--- config.mk ---
export PLATFORM = sky130hd
export DESIGN_NAME = stack_call_unit
export DESIGN_NICKNAME = d
export VERILOG_FILES = /design/src/rtl/stack_call_pkg.sv /design/src/rtl/stack_ptr.sv /design/src/rtl/stack_operand.sv /design/src/rtl/stack_seq.sv /design/src/rtl/stack_call_unit.sv
export SDC_FILE = /design/constraint.sdc
export NUM_CORES = 1
export LEC_CHECK = 0
export BUFFER_PORTS_ARGS = -buffer_cell sky130_fd_sc_hd__clkbuf_2
export CAP_MARGIN = 20
export CORE_MARGIN = 4
export CORE_UTILIZATION = 42
export DETAILED_ROUTE_END_ITERATION = 8
export PLACE_DENSITY = 0.78
export SYNTH_ARGS = -nofsm -noshare
export SYNTH_HDL_FRONTEND = slang
export SYNTH_SLANG_ARGS = --single-unit
--- constraint.sdc ---
create_clock -name clk_i -period 2.94 [get_ports clk_i]
set_input_delay 0.147 -clock clk_i [delete_from_list [all_inputs] [get_ports clk_i]]
set_output_delay 0.147 -clock clk_i [all_outputs]
set_load 0.02 [all_outputs]
--- src/rtl/stack_call_pkg.sv ---
package stack_call_pkg;

  typedef enum logic [2:0] {
    OP_PUSH_ACC = 3'd0,
    OP_POP_ACC  = 3'd1,
    OP_PUSH_IDX = 3'd2,
    OP_POP_IDX  = 3'd3,
    OP_CALL     = 3'd4,
    OP_RET      = 3'd5,
    OP_SP_IDX   = 3'd6,
    OP_NONE     = 3'd7
  } stk_op_e;

  typedef enum logic [2:0] {
    ST_IDLE,
    ST_WRITE,
    ST_READ,
    ST_TAKE,
    ST_COPY,
    ST_REFUSE
  } stk_state_e;

  function automatic logic is_push(stk_op_e op);
    return (op == OP_PUSH_ACC) || (op == OP_PUSH_IDX) || (op == OP_CALL);
  endfunction

  function automatic logic is_pop(stk_op_e op);
    return (op == OP_POP_ACC) || (op == OP_POP_IDX) || (op == OP_RET);
  endfunction

endpackage

--- src/rtl/stack_ptr.sv ---
module stack_ptr #(
  parameter int unsigned ADDR_W = 10,
  localparam int unsigned SP_W  = ADDR_W + 1
) (
  input  logic            clk_i,
  input  logic            rst_ni,
  input  logic            dec_i,
  input  logic            inc_i,
  output logic [SP_W-1:0] sp_o,
  output logic            empty_o,
  output logic            full_o
);

  localparam logic [SP_W-1:0] SP_EMPTY = {1'b1, {ADDR_W{1'b0}}};

  logic [SP_W-1:0] sp_q;

  always_ff @(posedge clk_i or negedge rst_ni) begin
    if (!rst_ni)    sp_q <= SP_EMPTY;
    else if (dec_i) sp_q <= sp_q - 1'b1;
    else if (inc_i) sp_q <= sp_q + 1'b1;
  end

  assign sp_o    = sp_q;
  assign empty_o = (sp_q == SP_EMPTY);
  assign full_o  = (sp_q == '0);

endmodule

--- src/rtl/stack_operand.sv ---
module stack_operand
  import stack_call_pkg::*;
#(
  parameter int unsigned DATA_W = 16,
  parameter int unsigned ADDR_W = 10
) (
  input  logic              clk_i,
  input  logic              rst_ni,
  input  logic              load_i,
  input  stk_op_e           op_i,
  input  logic [DATA_W-1:0] acc_i,
  input  logic [DATA_W-1:0] idx_i,
  input  logic [ADDR_W-1:0] pc_i,
  input  logic [ADDR_W-1:0] tgt_i,
  output logic [DATA_W-1:0] wdata_o,
  output logic [ADDR_W-1:0] tgt_o
);

  logic [DATA_W-1:0] wdata_d, wdata_q;
  logic [ADDR_W-1:0] tgt_q;

  always_comb begin
    unique case (op_i)
      OP_PUSH_IDX: wdata_d = idx_i;
      OP_CALL:     wdata_d = DATA_W'(pc_i);
      default:     wdata_d = acc_i;
    endcase
  end

  always_ff @(posedge clk_i or negedge rst_ni) begin
    if (!rst_ni) begin
      wdata_q <= '0;
      tgt_q   <= '0;
    end else if (load_i) begin
      wdata_q <= wdata_d;
      tgt_q   <= tgt_i;
    end
  end

  assign wdata_o = wdata_q;
  assign tgt_o   = tgt_q;

endmodule

--- src/rtl/stack_seq.sv ---
module stack_seq
  import stack_call_pkg::*;
(
  input  logic    clk_i,
  input  logic    rst_ni,
  input  logic    cmd_valid_i,
  input  stk_op_e cmd_op_i,
  input  logic    empty_i,
  input  logic    full_i,
  output logic    accept_o,
  output logic    sp_dec_o,
  output logic    sp_inc_o,
  output logic    mem_we_o,
  output logic    busy_o,
  output logic    done_o,
  output logic    acc_wr_o,
  output logic    idx_wr_o,
  output logic    pc_wr_o,
  output logic    pc_from_mem_o,
  output logic    idx_from_sp_o
);

  stk_state_e state_q, state_d;
  stk_op_e    op_q;

  assign accept_o = (state_q == ST_IDLE) && cmd_valid_i && (cmd_op_i != OP_NONE);

  always_comb begin
    state_d = state_q;
    unique case (state_q)
      ST_IDLE: begin
        if (accept_o) begin
          if (is_push(cmd_op_i))     state_d = full_i  ? ST_REFUSE : ST_WRITE;
          else if (is_pop(cmd_op_i)) state_d = empty_i ? ST_REFUSE : ST_READ;
          else                       state_d = ST_COPY;
        end
      end
      ST_READ: state_d = ST_TAKE;
      default: state_d = ST_IDLE;
    endcase
  end

  always_ff @(posedge clk_i or negedge rst_ni) begin
    if (!rst_ni) begin
      state_q <= ST_IDLE;
      op_q    <= OP_NONE;
    end else begin
      state_q <= state_d;
      if (accept_o) op_q <= cmd_op_i;
    end
  end

  // pointer moves before a write, after a read
  assign sp_dec_o = accept_o && is_push(cmd_op_i) && !full_i;
  assign sp_inc_o = (state_q == ST_TAKE);

  assign mem_we_o      = (state_q == ST_WRITE);
  assign busy_o        = (state_q != ST_IDLE);
  assign done_o        = (state_q == ST_WRITE) || (state_q == ST_TAKE) ||
                         (state_q == ST_COPY)  || (state_q == ST_REFUSE);
  assign acc_wr_o      = (state_q == ST_TAKE) && (op_q == OP_POP_ACC);
  assign idx_from_sp_o = (state_q == ST_COPY);
  assign idx_wr_o      = ((state_q == ST_TAKE) && (op_q == OP_POP_IDX)) || idx_from_sp_o;
  assign pc_from_mem_o = (state_q == ST_TAKE) && (op_q == OP_RET);
  // a refused call still redirects control
  assign pc_wr_o       = pc_from_mem_o ||
                         (((state_q == ST_WRITE) || (state_q == ST_REFUSE)) && (op_q == OP_CALL));

endmodule

--- src/rtl/stack_call_unit.sv ---
module stack_call_unit
  import stack_call_pkg::*;
#(
  parameter int unsigned DATA_W = 16,
  parameter int unsigned ADDR_W = 10,
  localparam int unsigned SP_W  = ADDR_W + 1
) (
  input  logic              clk_i,
  input  logic              rst_ni,
  input  logic              cmd_valid_i,
  input  logic [2:0]        cmd_op_i,
  input  logic [DATA_W-1:0] acc_i,
  input  logic [DATA_W-1:0] idx_i,
  input  logic [ADDR_W-1:0] pc_i,
  input  logic [ADDR_W-1:0] tgt_i,
  input  logic [DATA_W-1:0] mem_rdata_i,
  output logic [ADDR_W-1:0] mem_addr_o,
  output logic [DATA_W-1:0] mem_wdata_o,
  output logic              mem_we_o,
  output logic              busy_o,
  output logic              done_o,
  output logic              acc_wr_o,
  output logic [DATA_W-1:0] acc_o,
  output logic              idx_wr_o,
  output logic [DATA_W-1:0] idx_o,
  output logic              pc_wr_o,
  output logic [ADDR_W-1:0] pc_o,
  output logic [SP_W-1:0]   sp_o
);

  stk_op_e           op_in;
  logic              accept, sp_dec, sp_inc, empty, full;
  logic              pc_from_mem, idx_from_sp;
  logic [ADDR_W-1:0] tgt_q;

  assign op_in = stk_op_e'(cmd_op_i);

  stack_ptr #(.ADDR_W(ADDR_W)) i_ptr (
    .clk_i   (clk_i),
    .rst_ni  (rst_ni),
    .dec_i   (sp_dec),
    .inc_i   (sp_inc),
    .sp_o    (sp_o),
    .empty_o (empty),
    .full_o  (full)
  );

  stack_seq i_seq (
    .clk_i         (clk_i),
    .rst_ni        (rst_ni),
    .cmd_valid_i   (cmd_valid_i),
    .cmd_op_i      (op_in),
    .empty_i       (empty),
    .full_i        (full),
    .accept_o      (accept),
    .sp_dec_o      (sp_dec),
    .sp_inc_o      (sp_inc),
    .mem_we_o      (mem_we_o),
    .busy_o        (busy_o),
    .done_o        (done_o),
    .acc_wr_o      (acc_wr_o),
    .idx_wr_o      (idx_wr_o),
    .pc_wr_o       (pc_wr_o),
    .pc_from_mem_o (pc_from_mem),
    .idx_from_sp_o (idx_from_sp)
  );

  stack_operand #(.DATA_W(DATA_W), .ADDR_W(ADDR_W)) i_opnd (
    .clk_i   (clk_i),
    .rst_ni  (rst_ni),
    .load_i  (accept),
    .op_i    (op_in),
    .acc_i   (acc_i),
    .idx_i   (idx_i),
    .pc_i    (pc_i),
    .tgt_i   (tgt_i),
    .wdata_o (mem_wdata_o),
    .tgt_o   (tgt_q)
  );

  assign mem_addr_o = sp_o[ADDR_W-1:0];
  assign acc_o      = mem_rdata_i;
  assign idx_o      = idx_from_sp ? DATA_W'(sp_o) : mem_rdata_i;
  assign pc_o       = pc_from_mem ? mem_rdata_i[ADDR_W-1:0] : tgt_q;

endmodule

== Word level (Yosys, flattened, before mapping) ==
Index checks and enable logic that the tools add are counted.

* Output and inout bits: 85
* Register bits: 43
* Logic and storage cells: 59
* Input bits: 74

* Reduce and logical (&&, ||, !) cells: 24
* $add $sub $neg: 2
* Mux-type cells: 11
* Equality and inequality tests: 17

{| class="wikitable"
|+ Operators with widths
! operator !! number
|-
| 16-bit one-hot mux with 2 select lines || 1
|-
| 11-bit 2-to-1 mux || 2
|-
| 3-bit == test (second input constant) || 6
|-
| 16-bit 2-to-1 mux || 1
|-
| 3-bit by 2-bit == test with 1-bit output (second input constant) || 5
|-
| 3-bit 2-to-1 mux || 5
|-
| 11-bit by 1-bit adder with 11-bit output (second input constant) || 1
|-
| 11-bit == test (second input constant) || 1
|-
| 11-bit logical NOT || 1
|-
| 11-bit by 1-bit subtractor with 11-bit output (second input constant) || 1
|-
| 1-bit logical OR || 10
|-
| 10-bit 2-to-1 mux || 1
|-
| 3-bit by 1-bit == test with 1-bit output (second input constant) || 3
|-
| 1-bit logical AND || 8
|-
| 3-bit logical NOT || 2
|-
| 3-bit one-hot mux with 2 select lines || 1
|-
| 3-bit != test (second input constant) || 1
|-
| 3-bit nonzero test || 1
|-
| 2-bit by 1-bit != test with 1-bit output (second input constant) || 1
|-
| 2-bit nonzero test || 1
|-
| 1-bit logical NOT || 1
|}

== Depth between registers and ports, before layout ==
* Depth in word-level cells: 7
* Gate-level depth with buffers: 13
* Gate-level depth less buffers: 11

== Cells and area by module ==
A second synthesis with hierarchy kept.

* Cell total of the unflattened synthesis: 293
* Area total of the unflattened synthesis: 2976.6 um^2

{| class="wikitable"
|+ By module, submodules not included
! module !! instances !! area each (um^2) !! cells each !! seq. area each (um^2)
|-
| stack_operand || 1 || 1238.7 || 101 || 650.6
|-
| stack_ptr || 1 || 807.0 || 89 || 276.5
|-
| stack_call_unit || 1 || 530.5 || 55 || 0.0
|-
| stack_seq || 1 || 400.4 || 48 || 153.9
|}

== Worst setup path before layout ==
OpenSTA, ideal clock, no wires.

* Path type: register to register
* From: reg i_seq.state_q[1]
* To: reg i_ptr.sp_q[7], in the netlist i_ptr.sp_o[7]
* Stages on the path, launching flop included: 13
* Clock period less this slack: 3.133 ns
* Setup time: 0.121 ns
* Slack: -0.193 ns
* Path buffers: 1
* Arrival time: 3.012 ns
* Required time: 2.819 ns
* Path through: dfrtp_1 buf_6 nor3_4 inv_2 or3_4 or2_1 inv_1 ha_1 and3_1 a2111oi_2 o21bai_1 mux2i_1 a22o_1

* Longest elaborated chain between the ends: 6
* Elaborated cells between the ends (all ways): 8
* Classes of those cells: eq/ne (1); mux (1); reduce/logical (6)

{| class="wikitable"
|+ Ends and longest elaborated chain
! element !! RTL line !! source
|-
| start, declared || stack_seq.sv:23 || <nowiki>stk_state_e state_q, state_d;</nowiki>
|-
| start signal, assigned || stack_seq.sv:48 || <nowiki>state_q <= state_d;</nowiki>
|-
| 3-bit logical NOT || stack_seq.sv:26 || <nowiki>assign accept_o = (state_q == ST_IDLE) && cmd_valid_i && (cmd_op_i != OP_NONE);</nowiki>
|-
| 1-bit logical AND (2 in series) || stack_seq.sv:26 ||
|-
| 1-bit logical AND (2 in series) || stack_seq.sv:54 || <nowiki>assign sp_dec_o = accept_o && is_push(cmd_op_i) && !full_i;</nowiki>
|-
| 11-bit 2-to-1 mux or 2-bit nonzero test (tied branches) || -- ||
|-
| end signal, assigned || stack_ptr.sv:20 || <nowiki>else if (dec_i) sp_q <= sp_q - 1'b1;</nowiki>
|-
| end signal, assigned || stack_ptr.sv:21 || <nowiki>else if (inc_i) sp_q <= sp_q + 1'b1;</nowiki>
|-
| end, declared || stack_ptr.sv:16 || <nowiki>logic [SP_W-1:0] sp_q;</nowiki>
|}

Several ways; a longest one is shown, not always the timed one.
A chain may end at the register's enable or synchronous reset.

== Worst setup path in the final report ==
* From: reg i_seq.state_q[2]
* To: reg i_ptr.sp_q[7], in the netlist i_ptr.sp_o[7]

The elaborated chain is that of the path after synthesis.

==> results.sh <==
export IMPL_r2r_end="i_ptr.sp_o[7]"
export IMPL_endpoint_kind="flip-flop"
export IMPL_hold_viol_final=0
export IMPL_via_per_inst=5.33
export IMPL_status="complete, no violations"
export IMPL_async_reset_ff_share_pct=100
export IMPL_cp_arrival_ns=3.06
export IMPL_start_util_pct=43.1
export IMPL_totalWireLength_um=9530
export IMPL_portBuffers=158
export IMPL_synth_edf_count=0
export IMPL_ant_nets=0
export IMPL_num_vias=3244
export IMPL_cts_buffer_depth=2
export IMPL_final_fill_count=671
export IMPL_grt_usage_pct=20.8
export IMPL_ys_top_cells_by_count="nand2_1 (53), dfrtp_1 (39), o21ai_0 (36)"
export IMPL_cts_buffers=5
export IMPL_reg2regPathDepth=11
export IMPL_syn_area_per_cell_um2=8.55
export IMPL_drc=0
export IMPL_synth_area_leader_cell="dfrtp_1"
export IMPL_ff2ff_setup_slack_ns=0.07
export IMPL_synth_most_common_cell="nand2_1"
export IMPL_holdWs_ns=0.0258
export IMPL_grt_pass1_wl_um=14800
export IMPL_yosysTopAreaCellShare_pct=31.4
export IMPL_hold_path_class="input pin to flip-flop"
export IMPL_yosysSeqAreaShare_pct=34.7
export IMPL_area_growth_pct=32.1
export IMPL_setup_viol=0
export IMPL_wl_per_cell_um=15.6
export IMPL_rows=31
export IMPL_dieArea_um2=8850
export IMPL_r2r_start="i_seq.state_q[2]"
export IMPL_leakagePower_uw=0.00211
export IMPL_clkTransAtPathRegs_ns=0.09
export IMPL_ioPinCount=159
export IMPL_synth_flop_cell="dfrtp_1"
export IMPL_period_minus_slack_ns=2.87
export IMPL_core_area_um2=7210
export IMPL_yosys_cell_types_count=56
export IMPL_die_x_um=94.1
export IMPL_grt_max_degree=27
export IMPL_drtIter0Drc=151
export IMPL_synth_area_top_cells="dfrtp_1 (31%), mux2_2 (7.6%), buf_4 (6.8%)"
export IMPL_dp_hpwl_um=7320
export IMPL_hold_end="i_opnd.tgt_o[9]"
export IMPL_multiInputGateArea_um2=1780
export IMPL_fp_dieH_um=94.1
export IMPL_gp_congestion=0.834
export IMPL_diodes=0
export IMPL_antenna_found_initial=0
export IMPL_tns_ns=0
export IMPL_finalCritPeriodShare_pct=97.5
export IMPL_maxSlewViolCount=0
export IMPL_crit_path_start_kind="flip-flop"
export IMPL_dr_pass1_iters=4
export IMPL_grt_ovfl_total=0
export IMPL_path_max_fanout=8
export IMPL_hold_start="tgt_i[9]"
export IMPL_htreeDepth=2
export IMPL_pwr_density_cell_nw_per_um2=934
export IMPL_cap_violations=0
export IMPL_final_area_um2=4110
export IMPL_drive_above_1_share_pct=46.5
export IMPL_grt_pass1_vias=3196
export IMPL_rsz0062_at_grt="yes"
export IMPL_final_util_pct=57.0
export IMPL_max_slew_margin_pct=51.8
export IMPL_max_vdd_ir_drop_uv=353
export IMPL_synth_cells=364
export IMPL_worstMarginPinSlew_ns=0.722
export IMPL_synth_seq_cells=43
export IMPL_cts_tree="built"
export IMPL_syn_area_um2=3110
export IMPL_fin_nets=593
export IMPL_worst_clock_skew_ns=0.00722
export IMPL_area_sequential_um2=1080
export IMPL_critPathKind="flip-flop to flip-flop"
export IMPL_clock_latency_ns=0.30
export IMPL_hold_depth=3
export IMPL_synth_fp_nets=448
export IMPL_fmax_ghz=0.349
export IMPL_cts_root_buf="clkbuf_8"
export IMPL_crit_required_ns=3.14
export IMPL_placed_area_um2=3910
export IMPL_ys_warn_count=0
export IMPL_clock_sinks=43
[sequential cells by signal, indices dropped and copies added (netlist names)]
| register | cells |
|---|---|
| i_opnd.tgt_o | 10 |
| i_opnd.wdata_o | 16 |
| i_ptr.sp_o | 11 |
| i_seq.op_q | 3 |
| i_seq.state_q | 3 |
[final cells by class]
class                      count  share of cell area, %
tap                           99                   3.01
clock buffer                   6                   1.76
sequential                    43                   26.3
timing repair buffer         186                   24.4
multi-input combinational    264                   43.2
inverter                       9                   1.00
clock inverter                 2                  0.304
[power by group]
group          switching, µW  internal, µW
registers                179           884
clock network            216           166
logic                   1440           952
total                   1840          2000
[metal layers]
| layer | share of wire (%) | up-vias | global-route usage (%) |
|---|---|---|---|
| li1 | - | 1563 | - |
| met1 | 40 | 1496 | 24.5 |
| met2 | 49 | 176 | 36.8 |
| met3 | 9.5 | 9 | 5.37 |
| met4 | 1.1 | 0 | 6.50 |
| met5 | 0 | - | 0 |
[kinds of logic (layout without fill, tap and decap cells)]
| group | count (synthesis) | in the layout | share of synthesized area, % |
|---|---|---|---|
| AO/OA/AOI/OAI | 102 | 102 | 22.1 |
| XOR/XNOR | 6 | 6 | 1.69 |
| adder cells (fa/ha/maj) | 10 | 10 | 4.26 |
| buffers and inverters | 57 | 203 | 10.6 |
| flip-flops | 43 | 43 | 34.7 |
| multiplexers | 22 | 22 | 7.92 |
| AND/OR/NAND/NOR | 124 | 124 | 18.7 |
[per-stage QoR]
stage | std cells | setup slack (ns) | power, µW
finish | 609 | 0.0744 | 3840
global route | 609 | -0.0318 | 4140
CTS | 605 | 0.000603 | 3760
detailed placement | 595 | -0.0954 | 3360
global placement | 595 | 0.0366 | 3290
floorplan | 364 | 0.00319 | 2650
[worst max-delay path: stages (launching register included)]
cell,delay (ns)
dfrtp_2,0.44
nor3_4,0.19
inv_2,0.06
or3_4,0.39
or2_4,0.30
inv_8,0.10
ha_4,0.22
and3_4,0.19
a2111oi_4,0.44
o21bai_1,0.12
mux2i_1,0.13
a22o_1,0.18
[repair_timing]
item                                    CTS  global route
hold buffers                              1             0
endpoints found under the hold margin    22             0
gates resized for setup                   2            11
buffers inserted                          1             4
pin swaps                                 1             4
endpoints found under the setup margin    4             6
[worst max-delay path by stage]
stage | to | slack (ns) | cells past startpoint | from
global placement | i_ptr.sp_o[7] | 0.04 | 11 | i_seq.state_q[1]
finish | i_ptr.sp_o[7] | 0.07 | 11 | i_seq.state_q[2]
global route | i_ptr.sp_o[7] | -0.03 | 11 | i_seq.state_q[2]
detailed placement | i_ptr.sp_o[7] | -0.1 | 11 | i_seq.state_q[1]
CTS | i_ptr.sp_o[7] | 0.0006 | 11 | i_seq.state_q[1]
floorplan | i_ptr.sp_o[8] | 0.003 | 13 | i_seq.state_q[1]
[layout by cell type, fill, tap and decap left out, types with 4 or more instances in the layout]
cell | synthesis | final
o21ai_0 | 36 | 35
o221ai_1 | 9 | 9
nor2_1 | 31 | 31
ha_1 | 9 | 6
o22ai_1 | 10 | 10
xor2_1 | 5 | 5
dfrtp_1 | 39 | 38
nand3_1 | 5 | 5
nand2_1 | 53 | 53
nor3_1 | 6 | 6
a221oi_1 | 6 | 6
clkbuf_8 | 0 | 5
clkbuf_2 | 0 | 158
inv_1 | 8 | 7
mux2_2 | 21 | 21
a21o_1 | 8 | 8
nor2b_1 | 6 | 6
a21oi_1 | 10 | 10
dfstp_2 | 4 | 4
buf_4 | 28 | 27
Power figures use the tool's default switching activity.
